## src/rtl/oea_pkg.sv

```systemverilog
package oea_pkg;

    typedef enum logic [3:0] {
        AM_IMM     = 4'd0,
        AM_DIR     = 4'd1,
        AM_IND     = 4'd2,
        AM_REG     = 4'd3,
        AM_RIND    = 4'd4,
        AM_BASE    = 4'd5,
        AM_IDX     = 4'd6,
        AM_PCREL   = 4'd7,
        AM_PREIND  = 4'd8,
        AM_POSTIND = 4'd9,
        AM_AUTOINC = 4'd10,
        AM_STACK   = 4'd11
    } amode_e;

    typedef struct packed {
        logic legal;
        logic operand;
        logic mem_rd;
        logic post_idx;
        logic autoinc;
        logic use_sp;
    } ainfo_t;

    typedef enum logic [1:0] {
        ST_IDLE,
        ST_FETCH,
        ST_DONE
    } ast_e;

endpackage

```

## src/rtl/oea_decode.sv

```systemverilog
module oea_decode
    import oea_pkg::*;
(
    input  logic [3:0] mode_i,
    output ainfo_t     info_o
);
    always_comb begin
        info_o       = '0;
        info_o.legal = 1'b1;
        case (mode_i)
            AM_IMM, AM_REG:          info_o.operand  = 1'b1;
            AM_DIR, AM_RIND,
            AM_BASE, AM_IDX,
            AM_PCREL:                info_o.operand  = 1'b0;
            AM_IND, AM_PREIND:       info_o.mem_rd   = 1'b1;
            AM_POSTIND: begin
                info_o.mem_rd   = 1'b1;
                info_o.post_idx = 1'b1;
            end
            AM_AUTOINC:              info_o.autoinc  = 1'b1;
            AM_STACK:                info_o.use_sp   = 1'b1;
            default:                 info_o.legal    = 1'b0;
        endcase
    end
endmodule

```

## src/rtl/oea_calc.sv

```systemverilog
module oea_calc
    import oea_pkg::*;
#(
    parameter int WORD_W   = 16,
    parameter int AFIELD_W = 6
) (
    input  logic [3:0]          mode_i,
    input  logic [AFIELD_W-1:0] afield_i,
    input  logic [WORD_W-1:0]   regv_i,
    input  logic [WORD_W-1:0]   pc_i,
    output logic [WORD_W-1:0]   value_o
);
    localparam int EXT_W = WORD_W - AFIELD_W;

    logic [WORD_W-1:0] a_zext;
    logic [WORD_W-1:0] a_sext;

    assign a_zext = {{EXT_W{1'b0}}, afield_i};
    assign a_sext = {{EXT_W{afield_i[AFIELD_W-1]}}, afield_i};

    always_comb begin
        case (mode_i)
            AM_IMM:                          value_o = a_sext;
            AM_DIR, AM_IND, AM_POSTIND:      value_o = a_zext;
            AM_REG, AM_RIND, AM_STACK:       value_o = regv_i;
            AM_BASE, AM_IDX,
            AM_PREIND, AM_AUTOINC:           value_o = a_zext + regv_i;
            AM_PCREL:                        value_o = pc_i + a_sext;
            default:                         value_o = '0;
        endcase
    end
endmodule

```

## src/rtl/oper_ea_unit.sv

```systemverilog
module oper_ea_unit
    import oea_pkg::*;
#(
    parameter int WORD_W   = 16,
    parameter int AFIELD_W = 6,
    parameter int RSEL_W   = 4
) (
    input  logic                clk,
    input  logic                rst_n,
    input  logic                start,
    input  logic [3:0]          mode,
    input  logic [AFIELD_W-1:0] afield,
    input  logic [RSEL_W-1:0]   rsel,
    input  logic [WORD_W-1:0]   pc,
    output logic [RSEL_W-1:0]   rf_addr,
    input  logic [WORD_W-1:0]   rf_data,
    output logic                mem_rd_valid,
    output logic [WORD_W-1:0]   mem_rd_addr,
    input  logic                mem_rd_ready,
    input  logic [WORD_W-1:0]   mem_rd_data,
    output logic [WORD_W-1:0]   result,
    output logic                is_operand,
    output logic                illegal,
    output logic                wb_en,
    output logic [RSEL_W-1:0]   wb_addr,
    output logic [WORD_W-1:0]   wb_data,
    output logic                done
);
    localparam int                NREG   = 1 << RSEL_W;
    localparam logic [RSEL_W-1:0] SP_SEL = RSEL_W'(NREG - 1);

    ast_e              state_q, state_d;
    ainfo_t            info;
    logic [WORD_W-1:0] early_w;
    logic              accept_w;
    logic              idle_w;

    logic [WORD_W-1:0] res_q, idx_q, wbd_q;
    logic [RSEL_W-1:0] wba_q;
    logic              op_q, ill_q, wbp_q, post_q;

    oea_decode u_decode (
        .mode_i (mode),
        .info_o (info)
    );

    oea_calc #(
        .WORD_W   (WORD_W),
        .AFIELD_W (AFIELD_W)
    ) u_calc (
        .mode_i   (mode),
        .afield_i (afield),
        .regv_i   (rf_data),
        .pc_i     (pc),
        .value_o  (early_w)
    );

    assign idle_w   = (state_q == ST_IDLE);
    assign accept_w = idle_w && start;
    assign rf_addr  = info.use_sp ? SP_SEL : rsel;

    // state register
    always_ff @(posedge clk) begin
        if (!rst_n) state_q <= ST_IDLE;
        else        state_q <= state_d;
    end

    // next state
    always_comb begin
        state_d = state_q;
        unique case (state_q)
            ST_IDLE:  if (start) state_d = info.mem_rd ? ST_FETCH : ST_DONE;
            ST_FETCH: if (mem_rd_ready) state_d = ST_DONE;
            ST_DONE:  state_d = ST_IDLE;
            default:  state_d = ST_IDLE;
        endcase
    end

    // datapath registers
    always_ff @(posedge clk) begin
        if (!rst_n) begin
            res_q  <= '0;
            idx_q  <= '0;
            wbd_q  <= '0;
            wba_q  <= '0;
            op_q   <= 1'b0;
            ill_q  <= 1'b0;
            wbp_q  <= 1'b0;
            post_q <= 1'b0;
        end else if (accept_w) begin
            res_q  <= early_w;
            idx_q  <= rf_data;
            wbd_q  <= rf_data + WORD_W'(1);
            wba_q  <= rsel;
            op_q   <= info.operand;
            ill_q  <= ~info.legal;
            wbp_q  <= info.autoinc;
            post_q <= info.post_idx;
        end else if (state_q == ST_FETCH && mem_rd_ready) begin
            res_q  <= post_q ? (mem_rd_data + idx_q) : mem_rd_data;
        end
    end

    // outputs
    always_comb begin
        done         = (state_q == ST_DONE);
        mem_rd_valid = (state_q == ST_FETCH);
        mem_rd_addr  = res_q;
        result       = res_q;
        is_operand   = op_q;
        illegal      = ill_q;
        wb_en        = done && wbp_q;
        wb_addr      = wba_q;
        wb_data      = wbd_q;
    end
endmodule

```

## config.mk

```make
export PLATFORM = sky130hd
export DESIGN_NAME = oper_ea_unit
export DESIGN_NICKNAME = d
export VERILOG_FILES = /design/src/rtl/oea_pkg.sv /design/src/rtl/oea_decode.sv /design/src/rtl/oea_calc.sv /design/src/rtl/oper_ea_unit.sv
export SDC_FILE = /design/constraint.sdc
export NUM_CORES = 1
export LEC_CHECK = 0
export ABC_AREA = 0
export BUFFER_PORTS_ARGS = -buffer_cell sky130_fd_sc_hd__buf_2
export CAP_MARGIN = 5
export CORE_ASPECT_RATIO = 1.1
export CORE_MARGIN = 3
export CORE_UTILIZATION = 54
export CTS_CLUSTER_DIAMETER = 120
export DETAILED_ROUTE_END_ITERATION = 12
export GPL_TIMING_DRIVEN = 0
export PLACE_DENSITY_LB_ADDON = 0.25
export SKIP_LAST_GASP = 1
export SLEW_MARGIN = 20
export SYNTH_ARGS = -nofsm -noshare
export SYNTH_HDL_FRONTEND = slang
export SYNTH_SLANG_ARGS = --single-unit
```

## constraint.sdc

```tcl
create_clock -name clk -period 2.8 [get_ports clk]
set_input_delay 0.14 -clock clk [delete_from_list [all_inputs] [get_ports clk]]
set_output_delay 0.14 -clock clk [all_outputs]
set_load 0.01 [all_outputs]
```

==> results of run 1 <==
-- metal layers --
layer | wire length [um] | vias up | GRT usage, %
met1 | 6850 | 2650 | 38.9
met2 | 8120 | 242 | 54.1
met5 | 0 | - | 0
li1 | - | 2689 | -
met3 | 1270 | 47 | 5.25
met4 | 583 | 0 | 12.2
-- sequential cells by signal (all words and copies together) (netlist names) --
register,flops
is_operand,1
illegal,1
wbp_q,1
state_q,2
wb_addr,4
mem_rd_addr,16
wb_data,16
post_q,1
idx_q,16
-- metrics by stage --
step	hold slack (ns)	util, %	total power [W]	worst slack (ns)
after global routing	0.0399	68.3	0.00276	0.0424
after floorplan	0.276	-	0.00154	0.540
after detailed placement	0.399	66.0	0.00186	0.0567
after CTS	0.0333	68.3	0.00262	0.0285
after global placement	0.389	66.0	0.00183	0.153
final	0.0380	68.3	0.00264	0.226
-- cells in the mapped netlist, types with 3 or more instances --
| master | n | share of area [%] |
|---|---|---|
| a211oi_1 | 17 | 2.6 |
| a21boi_0 | 3 | 0.46 |
| a21o_1 | 14 | 2.1 |
| a21oi_1 | 57 | 5.8 |
| a222oi_1 | 4 | 0.81 |
| a22oi_1 | 3 | 0.46 |
| a311oi_1 | 8 | 1.4 |
| a31oi_1 | 11 | 1.4 |
| and2_1 | 4 | 0.51 |
| and3_1 | 10 | 1.3 |
| buf_1 | 4 | 0.30 |
| buf_4 | 16 | 2.4 |
| clkbuf_1 | 26 | 2.0 |
| dfxtp_1 | 58 | 24 |
| fa_1 | 3 | 1.2 |
| ha_1 | 37 | 9.4 |
| inv_1 | 10 | 0.76 |
| mux2i_1 | 11 | 2.2 |
| nand2_1 | 76 | 5.8 |
| nand2b_1 | 12 | 1.5 |
| nand3_1 | 20 | 2.0 |
| nand3b_1 | 4 | 0.61 |
| nand4b_1 | 4 | 0.71 |
| nor2_1 | 50 | 3.8 |
| nor2b_1 | 10 | 1.3 |
| nor3_1 | 22 | 2.2 |
| nor3b_1 | 3 | 0.46 |
| nor4_1 | 3 | 0.38 |
| o2111ai_1 | 4 | 0.71 |
| o211ai_1 | 5 | 0.76 |
| o21a_1 | 6 | 0.91 |
| o21ai_0 | 52 | 5.3 |
| o21bai_1 | 4 | 0.61 |
| o221ai_1 | 4 | 0.71 |
| or2_2 | 4 | 0.51 |
| or3_1 | 9 | 1.1 |
| xnor2_1 | 15 | 2.7 |
| xor2_1 | 18 | 3.2 |
-- cell families after synthesis --
| group | count (synthesis) |
|---|---|
| compound gates | 217 |
| xor+xnor | 33 |
| fa+ha+maj | 40 |
| mux | 13 |
| buf+inv | 59 |
| flops | 58 |
| simple gates | 237 |
-- final cells by class --
cell class	count	area, um2	share of cell area [%]
Multi-Input combinational cell	540	3500	59.4
Sequential cell	58	1160	19.7
Timing Repair Buffer	123	616	10.4
Buffer	48	243	4.12
Tap cell	111	139	2.36
Clock buffer	9	124	2.10
Clock inverter	7	70.1	1.19
Inverter	11	41.3	0.701
-- worst max-delay path, delay by kind of cell, from the launching register on --
family | cells | cell delay, ns
compound gates | 6 | 1.21
fa+ha+maj | 2 | 0.42
buf+inv | 1 | 0.08
flops | 1 | 0.32
mux | 1 | 0.34
simple gates | 1 | 0.06
-- power by group --
part / switching [W] / internal [W]
logic: 0.000552 / 0.000375
registers: 0.0000452 / 0.000892
clock network: 0.000363 / 0.000409
-- worst min-delay path by stage --
stage                      startpoint    endpoint  slack [ns]  cells after the start
after global placement        rsel[1]  wb_addr[1]        0.39                      3
after CTS                     rsel[2]  wb_addr[2]        0.03                      3
after global routing          rsel[0]  wb_addr[0]        0.04                      3
final                         rsel[2]  wb_addr[2]        0.04                      3
after floorplan           rf_data[11]   idx_q[11]        0.28                      2
after detailed placement      rsel[2]  wb_addr[2]        0.40                      3
-- what timing repair did --
item / 4_1_cts / 5_1_grt
resized for setup: 0 / 2
endpoints found under the setup margin: 0 / 2
endpoints found under the hold margin: 0 / 0
hold buffers: 0 / 0
buffers inserted: 0 / 0
==> flow_summary_export.csv, run 1 <==
group,metric,value,unit
synth,postSynthCellCount,657,
layout,final_cells,907,
route,routedWlPerCell,18.5,um
placed_design,postPlaceCellArea,5690,um2
route,drtIter0Drc,446,
worst_setup_path,endpoint_kind,"flip-flop",
sta,skew,0.00961,ns
hold_path,worstHoldPathType,"in2reg",
floorplan,die_h,106,um
sta,hold_viol,0,
clock_network,root_buffer,"clkbuf_8",
synth,syn_area,4940,um2
synth,synthAdderAreaFrac,10.6,%
sta,finalSetupViolCount,0,
pwr,leakage,2.59,nW
layout,final_cell_mix,"buf_2, nand2_1, dfxtp_1",
synth,synthMuxAreaShare,2.68,%
worst_setup_path,worst_setup_path_start_kind,"flip-flop",
synth,syn-num-nets,763,
worst_setup_path,critical_path.max_stage_delay,0.39,ns
global_routing,grt_max_degree,16,
route,antenna_left,0,
route,drt-total-wl,16800,um
layout,final_common_cell,"buf_2",
global_routing,antenna_found_initial,0,
worst_setup_path,r2r_end,"mem_rd_addr[12]",
layout,drive_above_1_share,21.2,%
synth,syn_area_per_cell,7.52,um2
worst_setup_path,worstReg2RegStart,"idx_q[0]",
global_routing,grt_pass1_vias,5230,
global_routing,grt_overflow,0,
floorplan,rows,35,
synth,synth-simple-area-share,23.1,%
placed_design,dp_hpwl,13300,um
worst_setup_path,worst_path_max_delay_cell,"o41a_1",
floorplan,dieArea,10300,um2
clock_network,cts_sinks,58,
clock_network,cts-buffers-inserted,9,
clock_network,h-tree-depth,3,
synth,ys_seq_elements,58,
route,num_vias,5628,
sta,fin_crit_sh,91.9,%
sta,tightest_slew,0.954,ns
worst_setup_path,worstPathArrival,2.78,ns
worst_setup_path,r2r_slack,0.23,ns
floorplan,die_w,97.2,um
synth,synth_async_sr_flop_share,0,%
status,outcome,"complete, no violations",
worst_setup_path,crit_path_cell_trace,"ha_1, inv_1, fa_1, nor2b_1, o21a_1, o21a_1, o41a_1, a21oi_1, mux2_2, o211ai_1, a31oi_1",
synth,synth_edf_count,0,
synth,synth_xor_area_share,5.85,%
clock_network,clk_pin_slew,0.08,ns
floorplan,io_pins,127,
sta,slew_viol_final,0,
layout,areaGrowthSynthToFinish,19.3,%
clock_network,insertion_delay,0.34,ns
layout,diodes,0,
sta,max_freq,389,MHz
synth,synth-compound-area-share,28.5,%
layout,n_fill_cell,769,
worst_setup_path,critPathCapture,"mem_rd_addr[12]",
pwr,cellPowerDensity,447,nW/um2
placed_design,place_congestion,0.942,
floorplan,coreArea,8630,um2
layout,final_area,5890,um2
worst_setup_path,critPathLaunch,"idx_q[0]",
floorplan,start_util,57.3,%
sta,rsz0062_at_grt,"no",
synth,yosysWarnings,0,
placed_design,io_buffers,123,
pwr,max-vdd-ir-drop,0.238,mV
worst_setup_path,cp_max_fo,3,
global_routing,grt_pass1_wl,26200,um
synth,synth_top_family_by_area,"compound AO/OA/AOI/OAI gates",
route,via_per_inst,6.21,
placed_design,dp_cells,891,
sta,slew_headroom,36.4,%
synth,synth_cell_types,65,
worst_setup_path,critPathKind,"reg2reg",
sta,finalSetupTns,0,ns
layout,finalNetCount,897,
job,cap_viol_max_count,0,
worst_setup_path,crit_path_frequent_cell,"o21a_1",
worst_setup_path,cp.required,3.00,ns
clock_network,clk_path_buf_depth,2,
synth,ys.flop_type,"dfxtp_1",
synth,seq_area_frac_synth,23.5,%
global_routing,grt_usage,31.3,%
sta,fin_crit,2.57,ns
clock_network,cts_tree,"built",
route,drcViolationCount,0,
route,first_pass_iters,6,
worst_setup_path,reg2reg_depth,11,
No activity file was read; power rests on OpenSTA's default activity.
==> inputs of run 2 (changes only) <==
PLACE_DENSITY = 0.81   (was default)
PLACE_DENSITY_LB_ADDON = default   (was 0.25)
==> run 2 against run 1 <==
  * Global-route usage rose by 0.48 points
  * Register-to-register slack barely moved
  * Core utilization rose by 0.38 points
  * Non-clock buffer count did not move
  * Flip-flop and latch count did not move
  * Die area did not move
  * Power rose by 4.8%
  * Sequential share of layout area fell by 0.11 points
  * Via count rose by 0.76%
  * Clock skew fell by 0.0012 ns
  * Routed wire length rose by 0.23%
  * Final cell count did not move
  * Critical endpoint is now mem_rd_addr[15]
  * Largest cell class unchanged
==> flow_summary_export.csv, run 2 (synthesis results as in run 1) <==
group,metric,value,unit
status,outcome,"complete, no violations",
route,first_pass_iters,6,
placed_design,io_buffers,123,
route,via_per_inst,6.25,
pwr,pwr-share-comb,33.6,%
sta,skew,0.00842,ns
layout,diodes,0,
worst_setup_path,crit_path_frequent_cell,"a211oi_2",
job,cap_viol_max_count,0,
clock_network,cts_sinks,58,
worst_setup_path,worstPathArrival,2.79,ns
layout,final_cells,907,
worst_setup_path,endpoint_kind,"flip-flop",
global_routing,busiest_layer,"met2",
route,routedWlPerCell,18.6,um
global_routing,grt_pass1_wl,26700,um
clock_network,cts_hold_buffers,0,
worst_setup_path,cp.required,3.01,ns
pwr,switching_share,35.0,%
clock_network,clk_pin_slew,0.07,ns
floorplan,die_h,106,um
pwr,p_int,0.00179,W
layout,n_fill_cell,751,
route,antenna_left,0,
sta,fin_crit,2.58,ns
worst_setup_path,critPathKind,"reg2reg",
sta,rsz0062_at_grt,"no",
global_routing,grt_max_degree,16,
placed_design,place_congestion,0.964,
pwr,p_seq_share,34.0,%
clock_network,cts_tree,"built",
clock_network,cts-buffers-inserted,9,
sta,tightest_slew,0.921,ns
clock_network,cts_setup_buffers,0,
sta,finalSetupViolCount,0,
placed_design,dp_hpwl,13400,um
sta,hold_viol,0,
route,drt-total-wl,16900,um
pwr,cellPowerDensity,466,nW/um2
global_routing,antenna_found_initial,0,
layout,drive_above_1_share,21.2,%
pwr,max-vdd-ir-drop,0.218,mV
sta,finalSetupTns,0,ns
global_routing,met2_usage,55.4,%
floorplan,coreArea,8630,um2
placed_design,dp_cells,891,
floorplan,rows,35,
pwr,switching_power,0.000967,W
route,drtIter0Drc,503,
sta,fin_crit_sh,92.0,%
worst_setup_path,worst_setup_path_start_kind,"flip-flop",
layout,final_common_cell,"buf_2",
clock_network,insertion_delay,0.35,ns
floorplan,io_pins,127,
global_routing,grt_pass1_vias,5393,
global_routing,grt_use_met1,39.9,%
floorplan,start_util,57.3,%
pwr,clockPowerShare,32.4,%
layout,areaGrowthSynthToFinish,20.0,%
worst_setup_path,cp_max_fo,4,
hold_path,worstHoldPathType,"in2reg",
floorplan,die_w,97.2,um
pwr,leakage,2.60,nW
route,num_vias,5671,
sta,slew_headroom,38.6,%
clock_network,cts.repair.resized,0,
layout,finalNetCount,897,
sta,max_freq,388,MHz
clock_network,root_buffer,"clkbuf_8",
floorplan,dieArea,10300,um2
clock_network,clk_path_buf_depth,2,
global_routing,use_met3,4.59,%
clock_network,h-tree-depth,3,
global_routing,grt_overflow,0,
layout,final_cell_mix,"buf_2, nand2_1, dfxtp_1",
route,drcViolationCount,0,
worst_setup_path,critical_path.max_stage_delay,0.37,ns
worst_setup_path,crit_path_cell_trace,"ha_1, a211oi_2, nor4_1, a211oi_2, o21ai_1, o41ai_2, xnor2_1, mux2i_1, o221ai_1",
sta,slew_viol_final,0,
worst_setup_path,worst_path_max_delay_cell,"a211oi_2",
global_routing,grt_usage,31.8,%
## run 2: critical path: cells and delay by family (launching register included)
kind	cells	cell delay, ns
mux	1	0.23
compound gates	5	1.26
simple gates	1	0.13
xor+xnor	1	0.19
fa+ha+maj	1	0.31
flops	1	0.33
## run 2: power by group through the flow
stage | sequential [W] | combinational (W) | clock (W)
6_report | 0.000939 | 0.000927 | 0.000895
3_3_place_gp | 0.000953 | 0.000881 | 0
3_5_place_dp | 0.000956 | 0.000906 | 0
4_1_cts | 0.000938 | 0.000911 | 0.000892
2_1_floorplan | 0.000969 | 0.000569 | 0
5_1_grt | 0.000946 | 0.00101 | 0.000931
## run 2: cell type report
type | instances | area, um2 | share of cell area, %
Sequential cell | 58 | 1160 | 19.6
Buffer | 48 | 243 | 4.10
Timing Repair Buffer | 123 | 616 | 10.4
Tap cell | 111 | 139 | 2.34
Clock inverter | 6 | 88.8 | 1.50
Inverter | 11 | 41.3 | 0.697
Clock buffer | 10 | 138 | 2.32
Multi-Input combinational cell | 540 | 3500 | 59.1
## run 2: worst paths after layout
path                               start               to  slack, ns  cells after the start
worst max-delay path            idx_q[1]  mem_rd_addr[15]       0.22                      9
worst max register to register  idx_q[1]  mem_rd_addr[15]       0.22                      9
worst min register to register  idx_q[2]         idx_q[2]       0.46                      2
worst min-delay path             rsel[1]       wb_addr[1]       0.03                      3
## run 2: routing by layer
| metal | vias to the layer above | wire length, um |
|---|---|---|
| li1 | 2678 | - |
| met1 | 2694 | 6810 |
| met2 | 260 | 8280 |
| met3 | 39 | 1280 |
| met4 | 0 | 499 |
| met5 | - | 0 |
## run 2: stage by stage
step | area (um2) | total power, W | hold slack, ns | setup slack [ns] | util, %
global route | 5930 | 0.00289 | 0.0510 | 0.0442 | 68.7
floorplan | 4940 | 0.00154 | 0.276 | 0.540 | -
finish | 5930 | 0.00276 | 0.0347 | 0.224 | 68.7
detailed placement | 5690 | 0.00186 | 0.396 | 0.0999 | 66.0
global placement | 5690 | 0.00183 | 0.388 | 0.172 | 66.0
CTS | 5920 | 0.00274 | 0.0295 | 0.0811 | 68.6
